==> config.mk <==
export PLATFORM = sky130hd
export DESIGN_NAME = fe_pcs_tx
export DESIGN_NICKNAME = d
export VERILOG_FILES = /design/src/rtl/fe_tx_pkg.sv /design/src/rtl/fe_tx_framer.sv /design/src/rtl/fe_tx_serializer.sv /design/src/rtl/fe_tx_scrambler.sv /design/src/rtl/fe_tx_mlt3.sv /design/src/rtl/fe_pcs_tx.sv
export SDC_FILE = /design/constraint.sdc
export NUM_CORES = 1
export LEC_CHECK = 0
export BUFFER_PORTS_ARGS = -buffer_cell sky130_fd_sc_hd__clkbuf_2
export CORE_UTILIZATION = 50
export CTS_BUF_LIST = sky130_fd_sc_hd__clkbuf_16
export DETAILED_ROUTE_END_ITERATION = 12
export PLACE_DENSITY = 0.73
export SLEW_MARGIN = 15
export SYNTH_ARGS = -nofsm -noshare
export SYNTH_HDL_FRONTEND = slang
export SYNTH_HIERARCHICAL = 1
export SYNTH_SLANG_ARGS = --single-unit
export TNS_END_PERCENT = 10
==> constraint.sdc <==
create_clock -name clk -period 1.51 [get_ports clk]
set_clock_uncertainty 0.05 [all_clocks]
set_input_delay 0.151 -clock clk [delete_from_list [all_inputs] [get_ports clk]]
set_output_delay 0.151 -clock clk [all_outputs]
set_load 0.005 [all_outputs]
==> src/rtl/fe_tx_pkg.sv <==
// Shared constants, types and the 4B/5B data mapping for the transmit encoder.
package fe_tx_pkg;
    localparam int CG_W  = 5;
    localparam int NIB_W = 4;

    localparam logic [CG_W-1:0] CG_IDLE = 5'b11111;
    localparam logic [CG_W-1:0] CG_J    = 5'b11000;
    localparam logic [CG_W-1:0] CG_K    = 5'b10001;
    localparam logic [CG_W-1:0] CG_T    = 5'b01101;
    localparam logic [CG_W-1:0] CG_R    = 5'b00111;

    localparam logic [1:0] LVL_ZERO = 2'b00;
    localparam logic [1:0] LVL_POS  = 2'b01;
    localparam logic [1:0] LVL_NEG  = 2'b11;

    typedef enum logic [1:0] {
        FS_IDLE = 2'd0,
        FS_K    = 2'd1,
        FS_DATA = 2'd2,
        FS_R    = 2'd3
    } frm_state_t;

    // Map a data nibble to its 5-bit data code group.
    function automatic logic [CG_W-1:0] map_data(input logic [NIB_W-1:0] nib);
        logic [CG_W-1:0] cg;
        case (nib)
            4'h0: cg = 5'b11110;
            4'h1: cg = 5'b01001;
            4'h2: cg = 5'b10100;
            4'h3: cg = 5'b10101;
            4'h4: cg = 5'b01010;
            4'h5: cg = 5'b01011;
            4'h6: cg = 5'b01110;
            4'h7: cg = 5'b01111;
            4'h8: cg = 5'b10010;
            4'h9: cg = 5'b10011;
            4'hA: cg = 5'b10110;
            4'hB: cg = 5'b10111;
            4'hC: cg = 5'b11010;
            4'hD: cg = 5'b11011;
            4'hE: cg = 5'b11100;
            default: cg = 5'b11101;
        endcase
        return cg;
    endfunction
endpackage

==> src/rtl/fe_tx_framer.sv <==
// Chooses the next code group on each load cycle: idle, J/K start delimiter,
// data, or T/R end delimiter. Assumes load is a one-cycle strobe that marks
// a code-group boundary; the nibble and enable are only looked at then.
module fe_tx_framer
    import fe_tx_pkg::*;
(
    input  logic             clk,
    input  logic             rst_n,
    input  logic             load,
    input  logic             tx_en,
    input  logic [NIB_W-1:0] tx_nib,
    output logic [CG_W-1:0]  cg_o
);
    frm_state_t      state, state_nxt;
    logic [CG_W-1:0] last_cg;

    // Next code group and next state from the current state and the inputs.
    always_comb begin
        cg_o      = CG_IDLE;
        state_nxt = state;
        case (state)
            FS_IDLE: begin
                if (tx_en) begin
                    cg_o      = CG_J;
                    state_nxt = FS_K;
                end
            end
            FS_K: begin
                cg_o      = CG_K;
                state_nxt = FS_DATA;
            end
            FS_DATA: begin
                if (tx_en) begin
                    cg_o = map_data(tx_nib);
                end else begin
                    cg_o      = CG_T;
                    state_nxt = FS_R;
                end
            end
            default: begin
                cg_o      = CG_R;
                state_nxt = FS_IDLE;
            end
        endcase
    end

    // Advance the frame state and remember the emitted group on each load.
    always_ff @(posedge clk) begin
        if (!rst_n) begin
            state   <= FS_IDLE;
            last_cg <= CG_IDLE;
        end else if (load) begin
            state   <= state_nxt;
            last_cg <= cg_o;
        end
    end

    // K always follows J.
    p_k_after_j_r3: assert property (@(posedge clk) disable iff (!rst_n)
        (load && last_cg == CG_J) |-> (cg_o == CG_K));

    // R always follows T.
    p_r_after_t_r5: assert property (@(posedge clk) disable iff (!rst_n)
        (load && last_cg == CG_T) |-> (cg_o == CG_R));

    // no J directly after T, since R must come in between.
    p_no_j_after_t_r6: assert property (@(posedge clk) disable iff (!rst_n)
        (load && last_cg == CG_T) |-> (cg_o != CG_J));
endmodule

==> src/rtl/fe_tx_serializer.sv <==
// Loads a code group every CG_W clocks and shifts it out MSB first.
// Assumes the group offered on the ready cycle is stable at that edge.
module fe_tx_serializer #(
    parameter int CG_W = 5
) (
    input  logic            clk,
    input  logic            rst_n,
    input  logic [CG_W-1:0] cg_i,
    output logic            rdy_o,
    output logic            bit_o
);
    localparam int CNT_W = $clog2(CG_W);
    localparam logic [CNT_W-1:0] CNT_LAST = CNT_W'(CG_W - 1);

    logic [CNT_W-1:0] cnt;
    logic [CG_W-1:0]  shreg;

    assign rdy_o = (cnt == CNT_LAST);
    assign bit_o = shreg[CG_W-1];

    // Bit counter that wraps at a code-group boundary.
    always_ff @(posedge clk) begin
        if (!rst_n)     cnt <= '0;
        else if (rdy_o) cnt <= '0;
        else            cnt <= cnt + 1'b1;
    end

    // Shift register: parallel load on ready, shift left otherwise.
    always_ff @(posedge clk) begin
        if (!rst_n)     shreg <= '1;
        else if (rdy_o) shreg <= cg_i;
        else            shreg <= {shreg[CG_W-2:0], 1'b1};
    end

    // ready never comes on two adjacent cycles.
    p_rdy_gap_r1: assert property (@(posedge clk) disable iff (!rst_n)
        rdy_o |=> !rdy_o);
endmodule

==> src/rtl/fe_tx_scrambler.sv <==
// Additive scrambler: a free-running Fibonacci LFSR whose feedback bit is
// XORed onto each serial bit. Assumes SEED is nonzero.
module fe_tx_scrambler #(
    parameter int              LFSR_W = 11,
    parameter int              TAP    = 9,
    parameter logic [LFSR_W-1:0] SEED = 11'h5A3
) (
    input  logic clk,
    input  logic rst_n,
    input  logic plain_i,
    output logic scr_o
);
    logic [LFSR_W-1:0] st;
    logic              key;

    assign key   = st[LFSR_W-1] ^ st[TAP-1];
    assign scr_o = plain_i ^ key;

    // Advance the LFSR on every clock, whatever the data.
    always_ff @(posedge clk) begin
        if (!rst_n) st <= SEED;
        else        st <= {st[LFSR_W-2:0], key};
    end

    // the LFSR never falls into the all-zero lock-up state.
    p_state_nonzero_r7: assert property (@(posedge clk) disable iff (!rst_n)
        st != '0);
endmodule

==> src/rtl/fe_tx_mlt3.sv <==
// Three-level line encoder: holds on 0, steps -,0,+,0 on 1.
// Assumes one input bit per clock; output is registered.
module fe_tx_mlt3
    import fe_tx_pkg::*;
(
    input  logic       clk,
    input  logic       rst_n,
    input  logic       bit_i,
    output logic [1:0] lvl_o
);
    logic go_neg;

    // Step the level on a one, remembering which way to leave zero next.
    always_ff @(posedge clk) begin
        if (!rst_n) begin
            lvl_o  <= LVL_ZERO;
            go_neg <= 1'b1;
        end else if (bit_i) begin
            if (lvl_o == LVL_ZERO) begin
                lvl_o  <= go_neg ? LVL_NEG : LVL_POS;
                go_neg <= ~go_neg;
            end else begin
                lvl_o  <= LVL_ZERO;
            end
        end
    end

    // a zero bit leaves the level unchanged.
    p_hold_on_zero_r8: assert property (@(posedge clk) disable iff (!rst_n)
        !bit_i |=> $stable(lvl_o));

    // from a nonzero level, a one returns to zero.
    p_back_to_zero_r8: assert property (@(posedge clk) disable iff (!rst_n)
        (bit_i && lvl_o != LVL_ZERO) |=> (lvl_o == LVL_ZERO));

    // from zero, a one leaves zero.
    p_leave_zero_r8: assert property (@(posedge clk) disable iff (!rst_n)
        (bit_i && lvl_o == LVL_ZERO) |=> (lvl_o != LVL_ZERO));

    // the unused encoding never appears.
    p_legal_code_r8: assert property (@(posedge clk) disable iff (!rst_n)
        lvl_o != 2'b10);
endmodule

==> src/rtl/fe_pcs_tx.sv <==
// Fast Ethernet transmit encoder top: framer -> serializer -> scrambler ->
// three-level encoder. Assumes a single 125 MHz clock and a caller that
// presents tx_en/tx_nib on every cycle where nib_rdy is high.
module fe_pcs_tx
    import fe_tx_pkg::*;
#(
    parameter int               LFSR_W = 11,
    parameter int               TAP    = 9,
    parameter logic [LFSR_W-1:0] SEED  = 11'h5A3
) (
    input  logic             clk,
    input  logic             rst_n,
    input  logic             tx_en,
    input  logic [NIB_W-1:0] tx_nib,
    output logic             nib_rdy,
    output logic [1:0]       line_lvl
);
    logic [CG_W-1:0] cg;
    logic            ser_bit;
    logic            scr_bit;

    fe_tx_framer u_framer (
        .clk    (clk),
        .rst_n  (rst_n),
        .load   (nib_rdy),
        .tx_en  (tx_en),
        .tx_nib (tx_nib),
        .cg_o   (cg)
    );

    fe_tx_serializer #(.CG_W(CG_W)) u_ser (
        .clk   (clk),
        .rst_n (rst_n),
        .cg_i  (cg),
        .rdy_o (nib_rdy),
        .bit_o (ser_bit)
    );

    fe_tx_scrambler #(.LFSR_W(LFSR_W), .TAP(TAP), .SEED(SEED)) u_scr (
        .clk     (clk),
        .rst_n   (rst_n),
        .plain_i (ser_bit),
        .scr_o   (scr_bit)
    );

    fe_tx_mlt3 u_mlt3 (
        .clk   (clk),
        .rst_n (rst_n),
        .bit_i (scr_bit),
        .lvl_o (line_lvl)
    );
endmodule

# Word level (Yosys, flattened, before mapping)
# Memories as Yosys holds them, arrays and structs flattened.
# Cells that the tools add are included.
[op_classes] addsub=1 eq_ne=5 muxes=9 bitwise=4 n_reduce_logical=6
[ops] cell="$pmux 5 s3" n=1
[ops] cell="$mux 5" n=2
[ops] cell="$mux 2" n=4
[ops] cell="$pmux 2 s3" n=1
[ops] cell="$logic_not 2->1" n=2
[ops] cell="$ne 2x2->1 const B" n=2
[ops] cell="$reduce_and 2->1" n=2
[ops] cell="$add 3x1->3 const B" n=1
[ops] cell="$eq 3x3->1 const B" n=1
[ops] cell="$mux 3" n=1
[ops] cell="$reduce_and 3->1" n=1
[ops] cell="$eq 2x1->1 const B" n=1
[ops] cell="$eq 2x2->1 const B" n=1
[ops] cell="$not 1->1" n=2
[ops] cell="$reduce_or 2->1" n=1
[ops] cell="$xor 1x1->1" n=2
[totals] reg_bits=24 romBits=80 inputBits=7 wordCells=33 memories=1
[mem_list] name="(name not given)" words=16 word_bits=5 read_ports=1 rd_ports_with_merged_regs=0 write_ports=0 line="fe_tx_pkg.sv:26" rtl="case (nib)"

# Logic depth before layout (Yosys ltp)
# Gate-level depths: netlist of the first run.
# An unclocked memory read counts as a cell.
[depth] word_depth=4 mapped_depth=7 ltp_nobuf=7

# By module
# Netlist of the first run, hierarchy kept.
[by_module_without_submodules] mod="fe_tx_serializer" n_inst=1 cells_per_inst=33 area_per_inst_um2=316.6
[by_module_without_submodules] mod="fe_tx_scrambler" n_inst=1 cells_per_inst=25 area_per_inst_um2=310.3
[by_module_without_submodules] mod="fe_tx_framer" n_inst=1 cells_per_inst=38 area_per_inst_um2=275.3
[by_module_without_submodules] mod="fe_tx_mlt3" n_inst=1 cells_per_inst=12 area_per_inst_um2=137.6

# Worst setup path after synthesis of the first run
# OpenSTA, ideal clock, no wires.
[synth_timing] kind="reg2reg" start="register u_framer.state[0]" end="register u_ser.shreg[0]" setup_time_ps=122 arrival_ps=1253 required_ps=1338 slack_ps=85 path_stages_with_launch=7 n_path_buf=0 synth_period_minus_slack_ps=1425 cell_sequence="dfxtp_1 inv_1 ha_1 nor2_2 a21oi_1 or3_1 nand3b_1"
[synth_via] elab_chain_len=2 elab_cells_between_ends=4 cone_classes="eq/ne: 2; mux: 1; reduce/logical: 1"
[synth_rtl] element="start: declaration" line="fe_tx_framer.sv:14" rtl="frm_state_t state, state_nxt;"
[synth_rtl] element="start signal: assignment" line="fe_tx_framer.sv:53" rtl="state <= state_nxt;"
[synth_rtl] element="$eq 2x2->1 (tied with other cells)" line="fe_tx_framer.sv:21" rtl="case (state)"
[synth_rtl] element="$pmux 5 s3 *" line="fe_tx_framer.sv:21"
[synth_rtl] element="net cg[0]" line="fe_pcs_tx.sv:18" rtl="logic [CG_W-1:0] cg;"
[synth_rtl] element="end signal: assignment" line="fe_tx_serializer.sv:31" rtl="else if (rdy_o) shreg <= cg_i;"
[synth_rtl] element="end signal: assignment" line="fe_tx_serializer.sv:32" rtl="else shreg <= {shreg[CG_W-2:0], 1'b1};"
[synth_rtl] element="end: declaration" line="fe_tx_serializer.sv:16" rtl="logic [CG_W-1:0] shreg;"
# Mark *: on every way through the listed nets, which the timed path passes. The rest lies on a longest branch.
# A chain may end at the register's enable or synchronous reset.

# Final worst setup path of the first run
[layout_timing] start="register u_scr.st[8]" end="register u_mlt3.go_neg"
[layout_via] elab_chain_len=3
[layout_rtl] element="start: declaration" line="fe_tx_scrambler.sv:13" rtl="logic [LFSR_W-1:0] st;"
[layout_rtl] element="start signal: assignment" line="fe_tx_scrambler.sv:22" rtl="else st <= {st[LFSR_W-2:0], key};"
[layout_rtl] element="$xor 1x1->1" line="fe_tx_scrambler.sv:16" rtl="assign key = st[LFSR_W-1] ^ st[TAP-1];"
[layout_rtl] element="$xor 1x1->1" line="fe_tx_scrambler.sv:17" rtl="assign scr_o = plain_i ^ key;"
[layout_rtl] element="net scr_bit" line="fe_pcs_tx.sv:20" rtl="logic scr_bit;"
[layout_rtl] element="$reduce_and 2->1 (no source line)"
[layout_rtl] element="end signal: assignment" line="fe_tx_mlt3.sv:21" rtl="go_neg <= ~go_neg;"
[layout_rtl] element="end: declaration" line="fe_tx_mlt3.sv:11" rtl="logic go_neg;"
# The timed path passes the listed nets, and every way through them passes these cells.

==> impl_results.md, run 1 <==
- Routed len/inst: around 12 um
- Critical path type: reg2reg
- CTS Root Cell: clkbuf_16
- Max Clk Rate: 0.691 GHz
- Most frequent CP cell: xnor2_2
- Critical path's largest stage delay: 0.34 ns
- Met3 WL: about 42 um
- Vias per Instance: between 5 and 6
- DRC: 0
- First-pass GRT wire length: between 2 and 3 mm
- Tmin final: 1.45 ns
- Clock sink count: 24
- Cells after Synth: approximately 110
- Crit-path max FO: 4
- IO buf count: 9
- Nets: 135
- FP Rows: 16
- Max cap viols: 0
- DR iter-0 viols: 19
- Pwr Density: 1290 nW/um2
- Slew headroom: 0.680
- Area after DPL: approximately 1100 um2
- Critical-path cell list: xnor2_2, xnor2_2, nor3b_4, mux2_4
- Outcome: finished, final reports clean
- Initial core utilization: 0.530
- Wirelength, routed: around 1.7 mm
- Worst-Skew Late Latency: approximately 0.25 ns
- Syn Std Cell Area: ~1000 um2
- Tightest Pin Transition: roughly 0.48 ns
- Worst r2r src: u_scr/st[8]$_SDFF_PN1_
- Diodes inserted: 0
- Crit end category: flip-flop
- Worst min-delay path class: in2reg
- Final period util: 0.958
- Area share of the largest cell type after synthesis: 0.462
- WL met2: 870 um
- Syn nets: around 120
- Yosys top cell by area: dfxtp_1
- Gr ovfl total: 0
- Clock buffer depth: 2
- Initial antenna violation count: 0
- Pre-CTS setup slack: 0.0106 ns
- Slowest CP cell: dfxtp_1
- Post-synthesis sequential area ratio: 0.462
- Gr usage total: 0.171
- Worst Setup SP: u_scr/st[8]$_SDFF_PN1_
- Final core utilization: 0.648
- Fillers: between 150 and 200
- Startpoint class of the critical path: flip-flop
- M1 WL: a little over 800 um
- Crit path arrival time: ~1.5 ns
- Yosys warns: 6
- Post-DP HPWL: 1.17 mm
- GPL Wtd Cong: between 0.9 and 1
- DR vias: 750
- Number of I/O pins: 10
- Share of layout cells above drive strength 1: 0.264
- Max Slew Vio Count: 0
- Hold Startpoint: tx_en
- CTS buffer count: 3
- Largest net degree at the start of global routing: 29
- Post-route ant nets: 0
- PnR worst setup slack: 0.0634 ns
- CTS tree: done
- Distinct cell type count of the synthesized netlist: 32
- H-tree levels: 1
- Worst VDD drop: 0.633 mV
- Final setup viols: 0
- Critical Path RT: 1.60 ns
- Fin area: 1270 um2
- Detailed Routing Iterations Pass 1: 4
- Yosys reg bits: 24
- Synth top area cells: dfxtp_1 (46%), ha_1 (7.2%), o211ai_1 (4.3%)
- Clk pin slew, worst setup/hold paths: ~0.06 ns
- Leakage: around 0.00058 uW
- Die area: between 2000 and 2500 um2
- Area growth, synth to finish: 22.3%
- Die W: ~48 um
- Overall die height: between 40 and 50 um
- Max Used Layer: met4
- Vias in the first global route: 700
- Commonest non-fill, non-tap cell in the layout: dfxtp_1
- Most frequent cells in the layout: dfxtp_1 (23), inv_1 (10), clkbuf_2 (9)
- Total core area: ~2000 um2
- Mean Syn Cell Area: between 9 and 10 um2
- TNS Setup: 0 ns
- Fin. Hold Viols: 0
where the power goes:
group          switching, uW  internal, uW
logic                   81.0           106
clock network            212           526
registers               32.6           683
total                    326          1320
cells by family after synthesis:
| family | count (synthesis) | synth area share |
|---|---|---|
| compound gates | 19 | 0.137 |
| xor+xnor | 2 | 0.0169 |
| fa+ha+maj | 6 | 0.0722 |
| buf+inv | 14 | 0.0530 |
| flops | 24 | 0.462 |
| mux | 3 | 0.0337 |
| simple gates | 40 | 0.225 |
synthesized netlist by cell type (all sizes together):
cell    instances
o211ai          7
dfxtp          24
and3            2
o221ai          1
o41a            1
o21a            2
nor3b           1
and2            5
or3             1
xnor2           2
o21ai           2
nor4bb          1
mux2            1
nand3           5
inv            12
ha              6
a21oi           4
nor3            1
and2b           2
nand2           9
nand2b          7
buf             2
nor2            4
nand3b          2
mux2i           2
o31ai           2
layer usage:
layer / vias to the layer above / track usage
met3: 2 / 0.0415
met5: - / 0
met4: 0 / 0.0722
li1: 392 / -
met1: 347 / 0.199
met2: 9 / 0.299
area by class of cell:
class / count / area, um2 / share of cell area
Clock buffer: 3 / 75.1 / 0.0591
Clock inverter: 1 / 30.0 / 0.0236
Inverter: 12 / 45.0 / 0.0354
Multi-Input combinational cell: 70 / 546 / 0.429
Sequential cell: 24 / 482 / 0.379
Tap cell: 27 / 33.8 / 0.0266
Timing Repair Buffer: 11 / 60.1 / 0.0472
worst max-delay path, delay by kind of cell (launching register included):
kind	cells	cell delay, ns
XOR/XNOR	2	0.39
flip-flops	1	0.34
multiplexers	1	0.32
AND/OR/NAND/NOR	1	0.25
sequential cells by signal, indices dropped and copies added, names as in the netlist:
signal          cells
u_ser/shreg         5
u_framer/state      2
u_mlt3/lvl_o        2
u_ser/cnt           3
u_scr/st           11
u_mlt3/go_neg       1
worst paths after layout:
path / slack (ns) / depth (start not counted) / endpoint
min: 0.32 / 4 / u_framer/state[1]$_SDFFE_PN0P_
max: 0.06 / 4 / u_mlt3/go_neg$_SDFFE_PN1P_
min reg2reg: 0.36 / 1 / u_scr/st[8]$_SDFF_PN1_
max reg2reg: 0.06 / 4 / u_mlt3/go_neg$_SDFFE_PN1P_
through the flow:
step                total power [uW]  hold slack [ns]  instances
global placement                 886            0.346        144
CTS                             1640            0.321        148
finish                          1640            0.319        148
detailed placement               892            0.345        144
global route                    1710            0.336        148
floorplan                        839            0.174        108
repair_timing:
action	4_1_cts	5_1_grt
setup endpoints to repair	1	4
resized for setup	1	8
gates cloned	0	0
hold buffers	0	0
setup buffers	0	0
Note: power is estimated with default switching activity, not from simulation.
==> inputs of run 2 (changes only) <==
--- a/config.mk
+++ b/config.mk
@@ -6,10 +6,10 @@
 export NUM_CORES = 1
 export LEC_CHECK = 0
 export BUFFER_PORTS_ARGS = -buffer_cell sky130_fd_sc_hd__clkbuf_2
-export CORE_UTILIZATION = 50
+export CORE_UTILIZATION = 52
 export CTS_BUF_LIST = sky130_fd_sc_hd__clkbuf_16
 export DETAILED_ROUTE_END_ITERATION = 12
-export PLACE_DENSITY = 0.73
+export PLACE_DENSITY = 0.72
 export SLEW_MARGIN = 15
 export SYNTH_ARGS = -nofsm -noshare
 export SYNTH_HDL_FRONTEND = slang
==> constraint.sdc (replaced) <==
create_clock -name clk -period 1.4 [get_ports clk]
set_clock_uncertainty 0.05 [all_clocks]
set_input_delay 0.14 -clock clk [delete_from_list [all_inputs] [get_ports clk]]
set_output_delay 0.14 -clock clk [all_outputs]
set_load 0.005 [all_outputs]
==> run 2 against run 1 <==
Compared with the run above: non-clock buffer count is 6 higher; register-to-register slack worse by 0.06 ns; global-route usage is 3.8 points higher; maximum frequency is 3.7% higher; utilization is 11 points higher; cell area is 7.5% higher; die area is 3.7% lower; setup slack worse by 0.058 ns; hold slack worse by 0.043 ns; critical endpoint is now u_ser/shreg[0]$_SDFF_PN1_; largest cell class unchanged; largest power group unchanged.
==> impl_results.md, run 2 (same netlist as run 1, synthesis figures left out) <==
- Outcome: finished, final reports clean
- Fin area: ~1400 um2
- Worst Setup SP: u_framer/state[0]$_SDFFE_PN0P_
- Area after DPL: ~1200 um2
- Slew headroom: 0.738
- Gr usage total: 0.209
- Wirelength, routed: 1.93 mm
- Register-to-Register Path Depth: 6
- DRC: 0
- Final period util: 0.996
- Largest net degree at the start of global routing: 22
- Worst-Skew Late Latency: around 0.25 ns
- Crit end category: flip-flop
- Max Clk Rate: slightly above 0.7 GHz
- Clock buffer depth: 2
- Critical path's largest stage delay: around 0.36 ns
- Slowest CP cell: dfxtp_2
- Number of I/O pins: 10
- DR vias: 810
- Leakage: 0.000614 uW
- Tightest Pin Transition: ~0.39 ns
- Initial antenna violation count: 0
- IO buf count: 9
- Met3 WL: between 70 and 80 um
- Post-DP HPWL: between 1 and 1.5 mm
- Worst VDD drop: between 0.9 and 1 mV
- Critical-path cell list: inv_4, ha_4, nor2_4, a21oi_1, or3_1, nand3b_1
- Worst r2r src: u_framer/state[0]$_SDFFE_PN0P_
- Gr ovfl total: 0
- Post-route ant nets: 0
- Crit path arrival time: between 1 and 1.5 ns
- Regs by FF count: u_scr/st (11), u_ser/shreg (5), u_ser/cnt (3)
- Most frequent cells in the layout: dfxtp_1 (20), clkbuf_2 (9), buf_4 (8), inv_1 (8)
- Final setup viols: 0
- Die area: 2180 um2
- Vias per Instance: 5.33
- Net Sw Power: around 350 uW
- Max cap viols: 0
- Critical path type: reg2reg
- Startpoint class of the critical path: flip-flop
- Overall die height: 46.7 um
- Fin. Hold Viols: 0
- Detailed Routing Iterations Pass 1: 4
- CTS Root Cell: clkbuf_16
- Flop2flop setup slack: 0.006 ns
- Clock sink count: 24
- Diodes inserted: 0
- Nets: between 100 and 150
- PnR worst setup slack: ~0.0055 ns
- Internal power: ~1400 uW
- TNS Setup: 0 ns
- Clock Power Share: 0.444
- M1 WL: between 800 and 900 um
- Worst min-delay path class: in2reg
- Share of layout cells above drive strength 1: 0.354
- Total core area: between 1500 and 2000 um2
- Register share of total power: 0.433
- Final hold slack: 0.275 ns
- CTS buffer count: 3
- Area growth, synth to finish: 31.4%
- H-tree levels: 1
- Worst r2r dst: u_ser/shreg[0]$_SDFF_PN1_
- Unrepaired setup endpoints after global routing: yes
- Initial core utilization: 0.577
- Max Slew Vio Count: 0
- Commonest non-fill, non-tap cell in the layout: dfxtp_1
- Largest register FFs: 11
- Crit-path max FO: 6
- Die W: between 40 and 50 um
- WL met2: 910 um
- Fillers: roughly 120
- CP endpoint: u_ser/shreg[0]$_SDFF_PN1_
- Pwr Density: 1310 nW/um2
- GPL Wtd Cong: a little over 0.8
- Largest Register: u_scr/st
- Clk pin slew, worst setup/hold paths: roughly 0.060 ns
- DR iter-0 viols: 24
- Max Used Layer: met4
- Routed len/inst: approximately 13 um
- Comb power frac: 0.123
- FP Rows: 15
- Critical Path RT: between 1 and 1.5 ns
- CTS tree: done
- Tmin final: around 1.4 ns
- First-pass GRT wire length: 3.07 mm
- Pre-CTS setup slack: -0.0447 ns
- Sw Ratio: 0.198
- Vias in the first global route: a little under 700
run 2: worst min-delay path by stage:
stage,from,end,slack (ns),cells past startpoint
after global placement,u_scr/st[0]$_SDFF_PN1_,u_scr/st[1]$_SDFF_PN1_,0.34,1
after global routing,rst_n,u_scr/st[7]$_SDFF_PN1_,0.29,2
after CTS,rst_n,u_scr/st[7]$_SDFF_PN1_,0.27,2
after floorplan,rst_n,u_scr/st[10]$_SDFF_PN1_,0.16,1
final,rst_n,u_scr/st[5]$_SDFF_PN1_,0.28,2
after detailed placement,u_scr/st[7]$_SDFF_PN1_,u_scr/st[8]$_SDFF_PN1_,0.35,1
run 2: layout make-up:
cell class / instances / area, um2 / area share
Multi-Input combinational cell: 70 / 589 / 0.431
Tap cell: 25 / 31.3 / 0.0229
Clock inverter: 1 / 30.0 / 0.0220
Sequential cell: 24 / 488 / 0.357
Inverter: 12 / 47.5 / 0.0348
Timing Repair Buffer: 17 / 105 / 0.0769
Clock buffer: 3 / 75.1 / 0.0549
run 2: timing repair:
action | CTS | global route
buffers inserted | 0 | 0
hold buffers | 0 | 0
gates resized for setup | 8 | 13
pin swaps | 3 | 4
cloned | 0 | 0
hold endpoints to repair | 0 | 0
endpoints found under the setup margin | 3 | 7
run 2: worst max-delay path, delay by kind of cell, from the launching register on:
| family | cells | cell delay, ns |
|---|---|---|
| and+or+nand+nor | 3 | 0.57 |
| buffers and inverters | 1 | 0.06 |
| DFF | 1 | 0.36 |
| adders and majority gates | 1 | 0.18 |
| AOI/OAI and AO/OA | 1 | 0.05 |
run 2: metrics by stage:
stage	power, uW	std cells	utilization
after global placement	971	148	0.649
after floorplan	905	108	-
after CTS	1780	152	0.718
final	1790	152	0.758
after global routing	1870	152	0.758
after detailed placement	979	148	0.649
run 2: per-layer routing:
layer  vias up  track usage
li1        404            -
met1       371        0.257
met2        27        0.339
met3         8       0.0471
met4         0        0.109
met5         -            0
run 2: power by group through the flow:
stage | combinational (uW) | sequential, uW | clock [uW]
after detailed placement | 196 | 782 | 0
final | 220 | 774 | 792
after floorplan | 129 | 776 | 0
after global placement | 191 | 780 | 0
after CTS | 202 | 771 | 804
after global routing | 240 | 780 | 848
==> inputs of run 3 (changes only) <==
--- a/config.mk
+++ b/config.mk
@@ -5,11 +5,12 @@
 export SDC_FILE = /design/constraint.sdc
 export NUM_CORES = 1
 export LEC_CHECK = 0
-export BUFFER_PORTS_ARGS = -buffer_cell sky130_fd_sc_hd__clkbuf_2
+export BUFFER_PORTS_ARGS = -buffer_cell sky130_fd_sc_hd__buf_2
 export CORE_UTILIZATION = 52
 export CTS_BUF_LIST = sky130_fd_sc_hd__clkbuf_16
 export DETAILED_ROUTE_END_ITERATION = 12
 export PLACE_DENSITY = 0.72
+export REMOVE_ABC_BUFFERS = 1
 export SLEW_MARGIN = 15
 export SYNTH_ARGS = -nofsm -noshare
 export SYNTH_HDL_FRONTEND = slang
==> run 3 against run 2 <==
Compared with the run above: the run now ends with setup timing left; setup slack got worse by 0.052 ns; sequential power barely moved; first-iteration DRC count did not move; final cell count rose by 3.9%; global-route usage rose by 2.6 points; hold slack got worse by 0.14 ns; clock power rose by 0.9%.
==> impl_results.md, run 3 (same netlist as run 1, synthesis figures left out) <==
- Total core area: approximately 1800 um2
- Critical path's largest stage delay: between 0.3 and 0.4 ns
- Placed insts: between 100 and 150
- Startpoint class of the critical path: flip-flop
- Slowest CP cell: dfxtp_2
- IO buf count: 9
- First-pass GRT wire length: roughly 3.5 mm
- Gr ovfl total: 0
- Commonest non-fill, non-tap cell in the layout: dfxtp_1
- Crit-path max FO: 4
- Post-DP HPWL: about 1.3 mm
- Final setup viols: 2
- Crit path arrival time: 1.54 ns
- DR iter-0 viols: 24
- Slew headroom: 0.723
- Final period util: 1.03
- Pre-CTS setup slack: -0.110 ns
- Area growth, synth to finish: 33.0%
- Buf/Inv on CP: 0
- CTS buffer count: 3
- Pwr Density: ~1300 nW/um2
- Initial antenna violation count: 0
- Outcome: finished, violations left
- Clk pin slew, worst setup/hold paths: about 0.060 ns
- Fillers: about 140
- GPL Wtd Cong: 0.790
- Most frequent CP cell: xnor2_2
- H-tree levels: 1
- Largest register FFs: 11
- Worst min-delay path class: in2reg
- Largest net degree at the start of global routing: 15
- Failing checks: setup timing
- CTS Root Cell: clkbuf_16
- Critical-path cell list: xnor2_2, xnor2_2, nor3b_4, mux2_4
- Diodes inserted: 0
- Leakage: between 0.0006 and 0.0007 uW
- Wirelength, routed: about 2.2 mm
- Vias per Instance: between 5 and 6
- Clock sink count: 24
- Tmin final: ~1.4 ns
- Worst VDD drop: approximately 0.9 mV
- Post-route ant nets: 0
- Max Slew Vio Count: 0
- Vias in the first global route: roughly 800
- Tightest Pin Transition: about 0.4 ns
- Nets: roughly 150
- Most frequent cells in the layout: dfxtp_1 (20), buf_4 (13), buf_2 (9), inv_1 (9)
- Initial core utilization: 0.577
- Crit end category: flip-flop
- Finished Layout Cells: 158
- Detailed Routing Iterations Pass 1: 4
- Clock buffer depth: 2
- Number of I/O pins: 10
- Die W: around 47 um
- Share of layout cells above drive strength 1: 0.361
- Overall die height: 46.7 um
- Largest Register: u_scr/st
- Max cap viols: 0
- Critical Path RT: approximately 1.5 ns
- DR vias: ~840
- PnR worst setup slack: -0.0464 ns
- Family with the most delay on the worst path: XOR/XNOR gates
- Routed len/inst: approximately 14 um
- Unrepaired setup endpoints after global routing: yes
- Die area: 2180 um2
- CTS tree: done
- Max Clk Rate: slightly below 0.7 GHz
- Final core utilization: 0.767
- Critical path type: reg2reg
- CTS hold repair buffers: 0
- Regs by FF count: u_scr/st (11), u_ser/shreg (5), u_ser/cnt (3)
- Worst-Skew Late Latency: 0.25 ns
- FP Rows: 15
- DRC: 0
- Fin. Hold Viols: 0
- Gr usage total: 0.235
## run 3: area by class of cell
type,instances,area [um2],area share
multi-input combinational,70,562,0.406
sequential,24,485,0.351
timing repair buffer,23,154,0.111
clock buffer,3,75.1,0.0543
inverter,12,45.0,0.0326
tap,25,31.3,0.0226
clock inverter,1,30.0,0.0217
## run 3: layer usage
| layer | vias up | part of all wire | track usage |
|---|---|---|---|
| li1 | 417 | - | - |
| met1 | 401 | 0.43 | 0.268 |
| met2 | 18 | 0.51 | 0.414 |
| met3 | 8 | 0.033 | 0.0471 |
| met4 | 0 | 0.028 | 0.114 |
| met5 | - | 0 | 0 |
## run 3: final timing paths
kind,start,to,slack (ns),depth (start not counted)
setup / recovery,u_scr/st[10]$_SDFF_PN1_,u_mlt3/go_neg$_SDFFE_PN1P_,-0.05,4
hold / removal,rst_n,u_scr/st[5]$_SDFF_PN1_,0.13,2
setup reg to reg,u_scr/st[10]$_SDFF_PN1_,u_mlt3/go_neg$_SDFFE_PN1P_,-0.05,4
hold reg to reg,u_scr/st[9]$_SDFF_PN0_,u_scr/st[10]$_SDFF_PN1_,0.36,1
## run 3: report_power, final
group / switching [uW] / total [uW] / leakage, uW / internal (uW)
Clock: 231 / 799 / 0.0000511 / 568
Combinational: 109 / 261 / 0.000391 / 151
Sequential: 37.9 / 775 / 0.000199 / 737
## run 3: what timing repair did
action / 4_1_cts / 5_1_grt
setup buffers: 6 / 0
pin swaps: 2 / 1
endpoints found under the setup margin: 5 / 5
resized for setup: 13 / 3
gates cloned: 0 / 0
## run 3: stage by stage
stage	cell area [um2]	setup TNS [ns]	power [uW]	hold slack (ns)
2_1_floorplan	1030	-0.0251	898	0.152
3_3_place_gp	1170	-0.0821	969	0.338
3_5_place_dp	1170	-0.275	979	0.341
4_1_cts	1370	-0.0183	1830	0.123
5_1_grt	1380	-0.290	1900	0.145
6_report	1380	-0.0773	1830	0.133
